## src/rtl/cqd_pkg.sv

```systemverilog
package cqd_pkg;

    // Interleave state: which filtered channel drives the next output word.
    typedef enum logic {
        CH_U = 1'b0,
        CH_V = 1'b1
    } chan_e;

    // Parabolic approximation of a sine over a 256-step circle, amplitude 127.
    function automatic logic signed [7:0] par_sine(input logic [7:0] idx);
        logic [6:0]  p;
        logic [7:0]  q;
        logic [21:0] t;
        logic signed [7:0] mag;
        p   = idx[6:0];
        q   = 8'd128 - {1'b0, p};
        t   = 22'(p) * 22'(q) * 22'd127;
        mag = 8'(t >> 12);
        return idx[7] ? -mag : mag;
    endfunction

endpackage

```

## src/rtl/cqd_dto.sv

```systemverilog
module cqd_dto #(
    parameter int                ACC_W     = 32,
    parameter int                IDX_W     = 8,
    parameter logic [ACC_W-1:0]  PAL_STEP  = 32'd1410536854,
    parameter logic [ACC_W-1:0]  NTSC_STEP = 32'd1138816948
) (
    input  logic                    clk,
    input  logic                    rst,
    input  logic                    step_en,
    input  logic                    std_sel,
    input  logic [IDX_W-1:0]        hue,
    output logic signed [7:0]       sin_q,
    output logic signed [7:0]       cos_q
);
    import cqd_pkg::*;

    localparam logic [IDX_W-1:0] QUARTER = IDX_W'(1 << (IDX_W - 2));

    logic [ACC_W-1:0] acc;
    logic [ACC_W-1:0] step;
    logic [IDX_W-1:0] idx_q;

    always_comb begin
        step = std_sel ? NTSC_STEP : PAL_STEP;
    end

    // Stage 1: accumulate phase and latch the offset index for this sample.
    always_ff @(posedge clk) begin
        if (rst) begin
            acc   <= '0;
            idx_q <= '0;
        end else if (step_en) begin
            acc   <= acc + step;
            idx_q <= acc[ACC_W-1 -: IDX_W] + hue;
        end
    end

    // Stage 2: quadrature carrier samples.
    always_ff @(posedge clk) begin
        if (rst) begin
            sin_q <= '0;
            cos_q <= '0;
        end else begin
            sin_q <= par_sine(idx_q);
            cos_q <= par_sine(idx_q + QUARTER);
        end
    end

    // the phase stays put when no sample is accepted.
    a_r10_phase_hold: assert property (@(posedge clk) disable iff (rst)
        !step_en |=> $stable(acc))
        else $error("phase accumulator moved without a sample");

    // at a carrier peak the quadrature carrier crosses zero.
    always_comb begin
        if (rst == 1'b0 && (sin_q == 8'sd127 || sin_q == -8'sd127)) begin
            a_r5_quadrature: assert (cos_q == 8'sd0)
                else $error("carriers are not in quadrature");
        end
    end

endmodule

```

## src/rtl/cqd_bpf.sv

```systemverilog
module cqd_bpf #(
    parameter int DATA_W = 8
) (
    input  logic                     clk,
    input  logic                     rst,
    input  logic                     shift_en,
    input  logic signed [DATA_W-1:0] din,
    output logic signed [DATA_W-1:0] bp_q
);
    localparam int NTAP = 5;
    localparam int SW   = DATA_W + 2;

    logic signed [DATA_W-1:0] tap [NTAP];
    logic signed [SW-1:0]     acc;

    // Delay line, newest sample in tap[0].
    always_ff @(posedge clk) begin
        if (rst) begin
            tap[0] <= '0;
        end else if (shift_en) begin
            tap[0] <= din;
        end
    end

    for (genvar k = 1; k < NTAP; k++) begin : g_tap
        always_ff @(posedge clk) begin
            if (rst) begin
                tap[k] <= '0;
            end else if (shift_en) begin
                tap[k] <= tap[k-1];
            end
        end
    end

    // Symmetric kernel [-1 0 2 0 -1] / 4, floor by arithmetic shift.
    always_comb begin
        acc = (SW'(tap[2]) <<< 1) - SW'(tap[0]) - SW'(tap[NTAP-1]);
    end

    always_ff @(posedge clk) begin
        if (rst) begin
            bp_q <= '0;
        end else begin
            bp_q <= acc[SW-1:2];
        end
    end

    // the delay line is untouched while no sample arrives.
    a_r10_taps_hold: assert property (@(posedge clk) disable iff (rst)
        !shift_en |=> $stable(tap[0]) && $stable(tap[NTAP-1]))
        else $error("band-pass history moved without a sample");

endmodule

```

## src/rtl/cqd_mix.sv

```systemverilog
module cqd_mix #(
    parameter int DATA_W = 8
) (
    input  logic                     clk,
    input  logic                     rst,
    input  logic signed [DATA_W-1:0] bp,
    input  logic signed [DATA_W-1:0] car,
    output logic signed [DATA_W-1:0] prod_q
);
    localparam int PW   = 2 * DATA_W;
    localparam int FRAC = DATA_W - 1;
    localparam logic signed [PW:0] HALF = (PW+1)'(1 << (FRAC - 1));
    localparam logic signed [PW:0] HI   = (PW+1)'((1 << (DATA_W - 1)) - 1);
    localparam logic signed [PW:0] LO   = -HI - (PW+1)'(1);

    logic signed [PW-1:0] full;
    logic signed [PW:0]   rnd;
    logic signed [PW:0]   sh;
    logic signed [PW:0]   sat;

    always_comb begin
        full = PW'(bp) * PW'(car);
        rnd  = (PW+1)'(full) + HALF;
        sh   = rnd >>> FRAC;
        if (sh > HI) begin
            sat = HI;
        end else if (sh < LO) begin
            sat = LO;
        end else begin
            sat = sh;
        end
    end

    always_ff @(posedge clk) begin
        if (rst) begin
            prod_q <= '0;
        end else begin
            prod_q <= sat[DATA_W-1:0];
        end
    end

    // a zero operand gives a zero product on the next edge.
    a_r6_zero_operand: assert property (@(posedge clk) disable iff (rst)
        (bp == '0 || car == '0) |=> (prod_q == '0))
        else $error("zero operand gave a nonzero product");

endmodule

```

## src/rtl/cqd_lpf_out.sv

```systemverilog
module cqd_lpf_out #(
    parameter int DATA_W = 8,
    parameter int TAPS   = 4
) (
    input  logic                     clk,
    input  logic                     rst,
    input  logic                     pair_valid,
    input  logic signed [DATA_W-1:0] pu,
    input  logic signed [DATA_W-1:0] pv,
    output logic                     out_valid,
    output logic signed [DATA_W-1:0] out_data,
    output logic                     out_is_v
);
    import cqd_pkg::*;

    localparam int SH  = $clog2(TAPS);
    localparam int SW  = DATA_W + SH;
    localparam int HL  = TAPS - 1;

    logic signed [DATA_W-1:0] hu [HL];
    logic signed [DATA_W-1:0] hv [HL];
    logic signed [SW-1:0]     sum_u;
    logic signed [SW-1:0]     sum_v;
    logic signed [DATA_W-1:0] avg_u;
    logic signed [DATA_W-1:0] avg_v;

    chan_e state;
    chan_e state_nx;

    // Moving-average histories, one per channel.
    always_ff @(posedge clk) begin
        if (rst) begin
            hu[0] <= '0;
            hv[0] <= '0;
        end else if (pair_valid) begin
            hu[0] <= pu;
            hv[0] <= pv;
        end
    end

    for (genvar k = 1; k < HL; k++) begin : g_hist
        always_ff @(posedge clk) begin
            if (rst) begin
                hu[k] <= '0;
                hv[k] <= '0;
            end else if (pair_valid) begin
                hu[k] <= hu[k-1];
                hv[k] <= hv[k-1];
            end
        end
    end

    always_comb begin
        sum_u = SW'(pu);
        sum_v = SW'(pv);
        for (int k = 0; k < HL; k++) begin
            sum_u = sum_u + SW'(hu[k]);
            sum_v = sum_v + SW'(hv[k]);
        end
        avg_u = sum_u[SW-1:SH];
        avg_v = sum_v[SW-1:SH];
    end

    // Next-state logic of the interleave machine.
    always_comb begin
        state_nx = state;
        if (pair_valid) begin
            unique case (state)
                CH_U: state_nx = CH_V;
                CH_V: state_nx = CH_U;
            endcase
        end
    end

    // State register.
    always_ff @(posedge clk) begin
        if (rst) begin
            state <= CH_U;
        end else begin
            state <= state_nx;
        end
    end

    // Output register.
    always_ff @(posedge clk) begin
        if (rst) begin
            out_valid <= 1'b0;
            out_data  <= '0;
            out_is_v  <= 1'b0;
        end else begin
            out_valid <= pair_valid;
            if (pair_valid) begin
                unique case (state)
                    CH_U: begin
                        out_data <= avg_u;
                        out_is_v <= 1'b0;
                    end
                    CH_V: begin
                        out_data <= avg_v;
                        out_is_v <= 1'b1;
                    end
                endcase
            end
        end
    end

    // back-to-back words alternate between U and V.
    a_r8_alternate: assert property (@(posedge clk) disable iff (rst)
        (out_valid && $past(out_valid)) |-> (out_is_v != $past(out_is_v)))
        else $error("U/V flag failed to alternate");

    // output word and flag hold while no pair arrives.
    a_r10_out_hold: assert property (@(posedge clk) disable iff (rst)
        !pair_valid |=> $stable(out_data) && $stable(out_is_v))
        else $error("output changed without a new pair");

endmodule

```

## src/rtl/chroma_qdemod.sv

```systemverilog
module chroma_qdemod #(
    parameter int                DATA_W    = 8,
    parameter int                ACC_W     = 32,
    parameter int                IDX_W     = 8,
    parameter int                LPF_TAPS  = 4,
    parameter logic [ACC_W-1:0]  PAL_STEP  = 32'd1410536854,
    parameter logic [ACC_W-1:0]  NTSC_STEP = 32'd1138816948
) (
    input  logic                     clk,
    input  logic                     rst,
    input  logic                     in_valid,
    input  logic signed [DATA_W-1:0] in_sample,
    input  logic                     std_sel,
    input  logic [IDX_W-1:0]         hue,
    output logic                     out_valid,
    output logic signed [DATA_W-1:0] out_data,
    output logic                     out_is_v
);
    localparam int NCH   = 2;
    localparam int DEPTH = 3;

    logic [DEPTH-1:0]         vpipe;
    logic signed [DATA_W-1:0] bp_q;
    logic signed [7:0]        sin_q;
    logic signed [7:0]        cos_q;
    logic signed [DATA_W-1:0] car  [NCH];
    logic signed [DATA_W-1:0] prod [NCH];

    // Valid tags follow the samples through the three data stages.
    always_ff @(posedge clk) begin
        if (rst) begin
            vpipe <= '0;
        end else begin
            vpipe <= {vpipe[DEPTH-2:0], in_valid};
        end
    end

    cqd_dto #(
        .ACC_W    (ACC_W),
        .IDX_W    (IDX_W),
        .PAL_STEP (PAL_STEP),
        .NTSC_STEP(NTSC_STEP)
    ) u_dto (
        .clk    (clk),
        .rst    (rst),
        .step_en(in_valid),
        .std_sel(std_sel),
        .hue    (hue),
        .sin_q  (sin_q),
        .cos_q  (cos_q)
    );

    cqd_bpf #(
        .DATA_W(DATA_W)
    ) u_bpf (
        .clk     (clk),
        .rst     (rst),
        .shift_en(in_valid),
        .din     (in_sample),
        .bp_q    (bp_q)
    );

    always_comb begin
        car[0] = DATA_W'(sin_q);
        car[1] = DATA_W'(cos_q);
    end

    for (genvar c = 0; c < NCH; c++) begin : g_mix
        cqd_mix #(
            .DATA_W(DATA_W)
        ) u_mix (
            .clk   (clk),
            .rst   (rst),
            .bp    (bp_q),
            .car   (car[c]),
            .prod_q(prod[c])
        );
    end

    cqd_lpf_out #(
        .DATA_W(DATA_W),
        .TAPS  (LPF_TAPS)
    ) u_out (
        .clk       (clk),
        .rst       (rst),
        .pair_valid(vpipe[DEPTH-1]),
        .pu        (prod[0]),
        .pv        (prod[1]),
        .out_valid (out_valid),
        .out_data  (out_data),
        .out_is_v  (out_is_v)
    );

    // an accepted sample surfaces after edge k+3.
    a_r2_latency: assert property (@(posedge clk) disable iff (rst)
        in_valid |=> ##3 out_valid)
        else $error("accepted sample did not reach the output in time");

    // no output word without a matching sample.
    a_r2_no_spurious: assert property (@(posedge clk) disable iff (rst)
        !in_valid |=> ##3 !out_valid)
        else $error("output word without an accepted sample");

    // reset leaves the output idle.
    a_r1_reset_idle: assert property (@(posedge clk)
        rst |=> !out_valid && out_data == '0 && !out_is_v)
        else $error("outputs not cleared by reset");

endmodule

```

## config.mk

```make
export PLATFORM = sky130hd
export DESIGN_NAME = chroma_qdemod
export DESIGN_NICKNAME = d
export VERILOG_FILES = /design/src/rtl/cqd_pkg.sv /design/src/rtl/cqd_dto.sv /design/src/rtl/cqd_bpf.sv /design/src/rtl/cqd_mix.sv /design/src/rtl/cqd_lpf_out.sv /design/src/rtl/chroma_qdemod.sv
export SDC_FILE = /design/constraint.sdc
export NUM_CORES = 1
export LEC_CHECK = 0
export ABC_AREA = 1
export BUFFER_PORTS_ARGS = -buffer_cell sky130_fd_sc_hd__buf_4
export CAP_MARGIN = 40
export CORE_UTILIZATION = 66
export CTS_CLUSTER_DIAMETER = 120
export DETAILED_ROUTE_END_ITERATION = 6
export PLACE_DENSITY = 0.8
export SETUP_SLACK_MARGIN = 0.2
export SYNTH_ARGS = -nofsm -noshare
export SYNTH_HDL_FRONTEND = slang
export SYNTH_SLANG_ARGS = --single-unit
```

## constraint.sdc

```tcl
create_clock -name clk -period 11 [get_ports clk]
set_clock_uncertainty 0.15 [all_clocks]
set_input_delay 2.2 -clock clk [delete_from_list [all_inputs] [get_ports clk]]
set_output_delay 2.2 -clock clk [all_outputs]
set_load 0.05 [all_outputs]
```

# Word-level counts from Yosys, hierarchy flattened
# Memory sizes are Yosys's and may differ from the RTL's.
# Cells that the tools add are included.
# Widths: inputs -> output; s select.
# op_classes
add_sub_neg	17
mul	6
magnitude_cmp	4
muxes	29
bitwise	12
reduce_logical	2
# op_table
op	count
$mux 8	15
$mul 15x7->20 const B	2
$add 16x8->17 const B	2
$add 32x32->32	1
$mul 8x8->16	2
$mul 7x8->15	2
$mux 29	1
$add 10x8->10	2
$add 9x8->10	2
$gt 10x8->1 const B	2
$lt 10x8->1 const B	2
$add 8x8->9	2
$neg 8->8	2
$pmux 8 s2	1
$sub 8x7->8 const A	2
$mux 7	2
$or 1x1->1	11
$sub 10x8->10	1
$sub 9x8->10	1
$add 8x7->8 const B	1
$add 8x8->8	1
$mux 1	8
$pmux 1 s2	2
$reduce_or 2->1	2
$not 1->1	1
# totals
ff_bits	94
ramBits	88
output_inout_bits	10
mem_count	3
# mem_list
name	words	word_bits	rd	rd_clocked_by_memory_dff	wr	line_no	rtl
u_bpf.tap	5	8	5	0	5	cqd_bpf.sv:13	logic signed [DATA_W-1:0] tap [NTAP];
u_out.hu	3	8	3	0	3	cqd_lpf_out.sv:20	logic signed [DATA_W-1:0] hu [HL];
u_out.hv	3	8	3	0	3	cqd_lpf_out.sv:21	logic signed [DATA_W-1:0] hv [HL];

# Depth between registers and ports, before layout
# depth
word_depth	6
depth_mapped	50
depth_no_buf	48

# Hierarchy
# Synthesis repeated with hierarchy kept, for this count alone.
# hier_totals
cells_unflattened	3116
area_unflattened_um2	23493.8
# by_module_without_submodules
module	n_inst	cells_per_inst	area_each_um2
cqd_dto	1	1586	11209.5
cqd_mix	2	427	3006.6
cqd_lpf_out	1	423	3832.4
cqd_bpf	1	244	2356.0
chroma_qdemod	1	9	82.6

# Least setup slack after synthesis
# OpenSTA, ideal clock, no wires.
# synth_timing
path_type	flip-flop to flip-flop
startpoint	reg u_dto.idx_q[0]
endpoint	reg u_dto.sin_q[7]
setup_ns	0.115
t_arrival_ns	8.600
t_required_ns	10.735
setup_slack_ns	2.135
path_stages_with_launch	42
path_buffers	1
path_cell_list	dfxtp_1 -> clkbuf_1 -> inv_1 -> ha_1 -> inv_1 -> nor3_1 -> ha_1 -> inv_1 -> nand2_1 -> fa_1 -> inv_1 -> fa_1 -> fa_1 -> inv_1 -> fa_1 -> inv_1 -> ha_1 -> a21oi_1 -> [... 6 more ...] -> fa_1 -> inv_1 -> fa_1 -> inv_1 -> fa_1 -> ha_1 -> nand2_1 -> nor2_1 -> and2_1 -> nand2_1 -> nand2_1 -> nand2_1 -> nand2_1 -> nand2_1 -> nand2_1 -> nand4_1 -> a21oi_1 -> nor2_1
# synth_between
elab_chain_len	5
# synth_rtl
item	line_no	rtl
from (decl)	cqd_dto.sv:21	logic [IDX_W-1:0] idx_q;
from (signal assigned)	cqd_dto.sv:34	idx_q <= acc[ACC_W-1 -: IDX_W] + hue;
$sub 8x7->8	cqd_pkg.sv:16	q = 8'd128 - {1'b0, p};
$mul 7x8->15 (*)	cqd_pkg.sv:17	t = 22'(p) * 22'(q) * 22'd127;
$mul 15x7->20 (*)	cqd_pkg.sv:17	
$neg 8->8	cqd_pkg.sv:19	return idx[7] ? -mag : mag;
$mux 8 (*)	cqd_pkg.sv:19	
to (signal assigned)	cqd_dto.sv:44	sin_q <= par_sine(idx_q);
to (decl)	cqd_dto.sv:12	output logic signed [7:0] sin_q,
# Mark *: on every way between the ends. The rest lies on a longest branch, timed or not.
# A chain may end at the register's enable or synchronous reset.

# Worst setup path in the final report
# Same ends and word-level chain as after synthesis.

==> summary.txt <==
Placed design
  • Port bufs: 29
  • HPWL after DPL: 39.89 mm
  • GPL Wtd Cong: ~0.95

Yosys
  • Post-synthesis xor/xnor area fraction: 0.03119
  • Async set-reset flop share out of synthesis: 0
  • Most numerous cell in the Yosys netlist: inv_1
  • Synth Area in Simple Gates: 0.1879
  • Post-synthesis compound-gate area fraction: 0.08139
  • Netlist cell types: 56
  • Post-synthesis cell count: 2811
  • Mean post-synth cell area: just under 8 um2
  • Synth Flop Type: dfxtp_1
  • Post-synth top area share: 0.2504
  • Main combinational cell family by area after synthesis: adder cells
  • Post-synthesis mux area share: 0
  • Top cells by area, synth: fa_1 25%, ha_1 13%, edfxtp_1 12%, inv_1 11%, nand2_1 9.9%
  • Post-synth top cells: 646 x inv_1, 588 x nand2_1, 279 x fa_1
  • Post-Synth Adder-Cell Area: 0.3782
  • #FFs+latches synth: 181
  • Post-synth top area cell: fa_1
  • Sequential area share after synthesis: 0.2019
  • Warnings from Yosys: 0
  • EDFF count, synth: 88
  • Syn Std Cell Area: ~0.022 mm2

Clock tree
  • Clk buf depth: 2
  • Reg clk slew, reported paths: 0.09 ns
  • # Post-CTS Setup Buffers: 0
  • Inserted Clock Buffers: 17
  • Cts hold-fix bufs: 0
  • Clock insertion delay at the later pin of the skew report: roughly 0.45 ns
  • Clock Tree Root: clkbuf_16
  • Post_cts resized: 0
  • CTS tree: done
  • Htree depth: 4
  • Clk sink count: 181

Finish
  • # fillers: 2627
  • P&R area growth vs syn: 5.890%
  • Layout Nets: 3351
  • Fraction of layout cells with a size suffix above 1: 0.03876
  • N_diodes: 0

Global routing
  • Initial antenna violation count: 0
  • Grt ovf: 0
  • Number of global-route vias before repair: 17.90k
  • First-pass GRT wire length: 81.70 mm
  • Largest net degree at the start of global routing: 49
  • All-Layer GR Usage: 0.2965

Timing
  • Fmax: 0.1042 GHz
  • Tmin final: 9.597 ns
  • Total Neg Setup Slack: 0 ns
  • Slew headroom: 0.4820
  • Max Slew Vio Count: 0
  • RSZ-0062 raised after global routing: no
  • Actual slew at the worst max-slew pin: 0.7760 ns
  • Period utilisation layout: 0.8725
  • Endpoints failing hold: 0
  • Final setup viols: 0

Detailed routing
  • DR vias/cell: 5.385
  • Detailed Routing Iterations Pass 1: 5
  • Drt drc: 0
  • Vias: 17.66k
  • Initial drt markers: between 1k and 1.5k
  • Antenna Nets Post-Route: 0
  • Routed wire length: 48.54 mm
  • Routed length per instance: 14.80 um

Critical path
  • Data required, critical path: approximately 11 ns
  • Crit path kind: reg2reg
  • R2R Setup Slk: 1.40 ns
  • Reg2Reg Launch Point: u_dto.idx_q[0]
  • Worst reg2reg path depth: 39
  • Crit-path slowest cell: dfxtp_1
  • Worst r2r dst: u_dto.sin_q[7]
  • Crit path max fanout: 14
  • Arr. time, crit path: a little under 10 ns
  • CP startpoint kind: flip-flop
  • Critical Path Start: u_dto.idx_q[0]
  • Endpoint type of the worst setup path: flip-flop
  • Most frequent CP cell: inv_1
  • CP max stage delay: 0.68 ns

Floorplan
  • DIE WIDTH: 185.8 um
  • Initial Utilization: 0.6787
  • IO Pins: 30
  • Row count: 66
  • Die Area: 0.03454 mm2
  • Core area: ~0.033 mm2
  • Die H: 185.8 um

Hold path
  • Hold Path Class: reg2reg
  • Hold depth: 2
  • Hold Crit Start: vpipe[0]
  • Worst Hold Endpoint: vpipe[1]

Outcome
  • Status: complete, no violations

Flow run
  • Max cap viols: 0
[flip-flops by register name, summed over array words and instances, names as in the netlist]
signal,flops
g_mix.u_mix.prod_q,16
u_bpf.bp_q,8
u_bpf.tap,40
u_dto.acc,31
u_dto.cos_q,8
u_dto.idx_q,8
u_dto.sin_q,8
u_out.hu,24
u_out.hv,24
u_out.out_data,8
u_out.out_is_v,1
u_out.out_valid,1
u_out.state,1
vpipe,3
[cell type report]
cell class,instances,area [um2],area share
clock buffer,17,425.4,0.01801
clock inverter,15,192.7,0.008158
inverter,653,2452,0.1038
multi-input combinational,1936,15190,0.6431
sequential,181,4504,0.1907
tap,442,553.0,0.02341
timing repair buffer,36,302.8,0.01282
[worst max-delay path, delay by kind of cell, from the launching register on]
family / cells / cell delay (ns)
simple gates: 12 / 1.25
compound gates: 4 / 0.74
flops: 1 / 0.68
xor+xnor: 1 / 0.30
buf+inv: 10 / 0.90
fa+ha+maj: 12 / 5.44
[worst max-delay path by stage]
stage,cells after the start,to,slack [ns]
finish,39,u_dto.sin_q[7],1.40
global route,39,u_dto.sin_q[7],0.73
CTS,39,u_dto.sin_q[7],1.41
detailed placement,39,u_dto.sin_q[7],1.46
global placement,39,u_dto.sin_q[7],1.72
floorplan,41,u_dto.sin_q[7],2.14
[logic make-up after synthesis]
kind of cell / count (synthesis)
compound gates: 318
xor+xnor: 73
fa+ha+maj: 507
buf+inv: 706
flops: 181
other cells: 2
simple gates: 1024
[metrics by stage]
step / instances / utilization / setup WS [ns] / hold WS (ns) / instance area, um2
2_1_floorplan: 2823 / - / 2.135 / 0.2383 / 22350
3_3_place_gp: 3246 / 0.6984 / 1.718 / 0.2423 / 22950
3_5_place_dp: 3248 / 0.6999 / 1.457 / 0.2460 / 23000
4_1_cts: 3280 / 0.7187 / 1.410 / 0.2616 / 23620
5_1_grt: 3280 / 0.7187 / 0.7302 / 0.2833 / 23620
6_report: 3280 / 0.7187 / 1.403 / 0.2571 / 23620
[placed cells by master (no fill, tap or decap), types with 7 or more instances in the layout]
master,instances
o21ai_1,7
dfxtp_1,93
conb_1,14
or2_2,7
inv_1,644
nand3b_1,11
ha_1,227
nor3_1,29
xnor2_1,30
clkbuf_16,17
nand3_1,108
nand4_1,19
nand2_2,12
o21bai_1,9
xor2_1,37
a21oi_1,159
a31oi_1,7
fa_1,279
nor2_1,241
edfxtp_1,88
nand2_1,588
o22ai_1,9
o21ai_0,85
buf_4,34
[per-layer routing]
| layer | part of all wire | vias up | routed length, um | global-route usage |
|---|---|---|---|---|
| met1 | 0.42 | 8471 | 20370 | 0.3601 |
| met3 | 0.036 | 98 | 1750 | 0.03248 |
| met5 | 0 | - | 0 | 0 |
| met2 | 0.52 | 424 | 25160 | 0.5476 |
| met4 | 0.026 | 0 | 1256 | 0.09213 |
| li1 | - | 8670 | - | - |
Power is left out: the tool's default activity adds up to more than one toggle a clock period on the data nets, which glitch-free logic cannot reach.
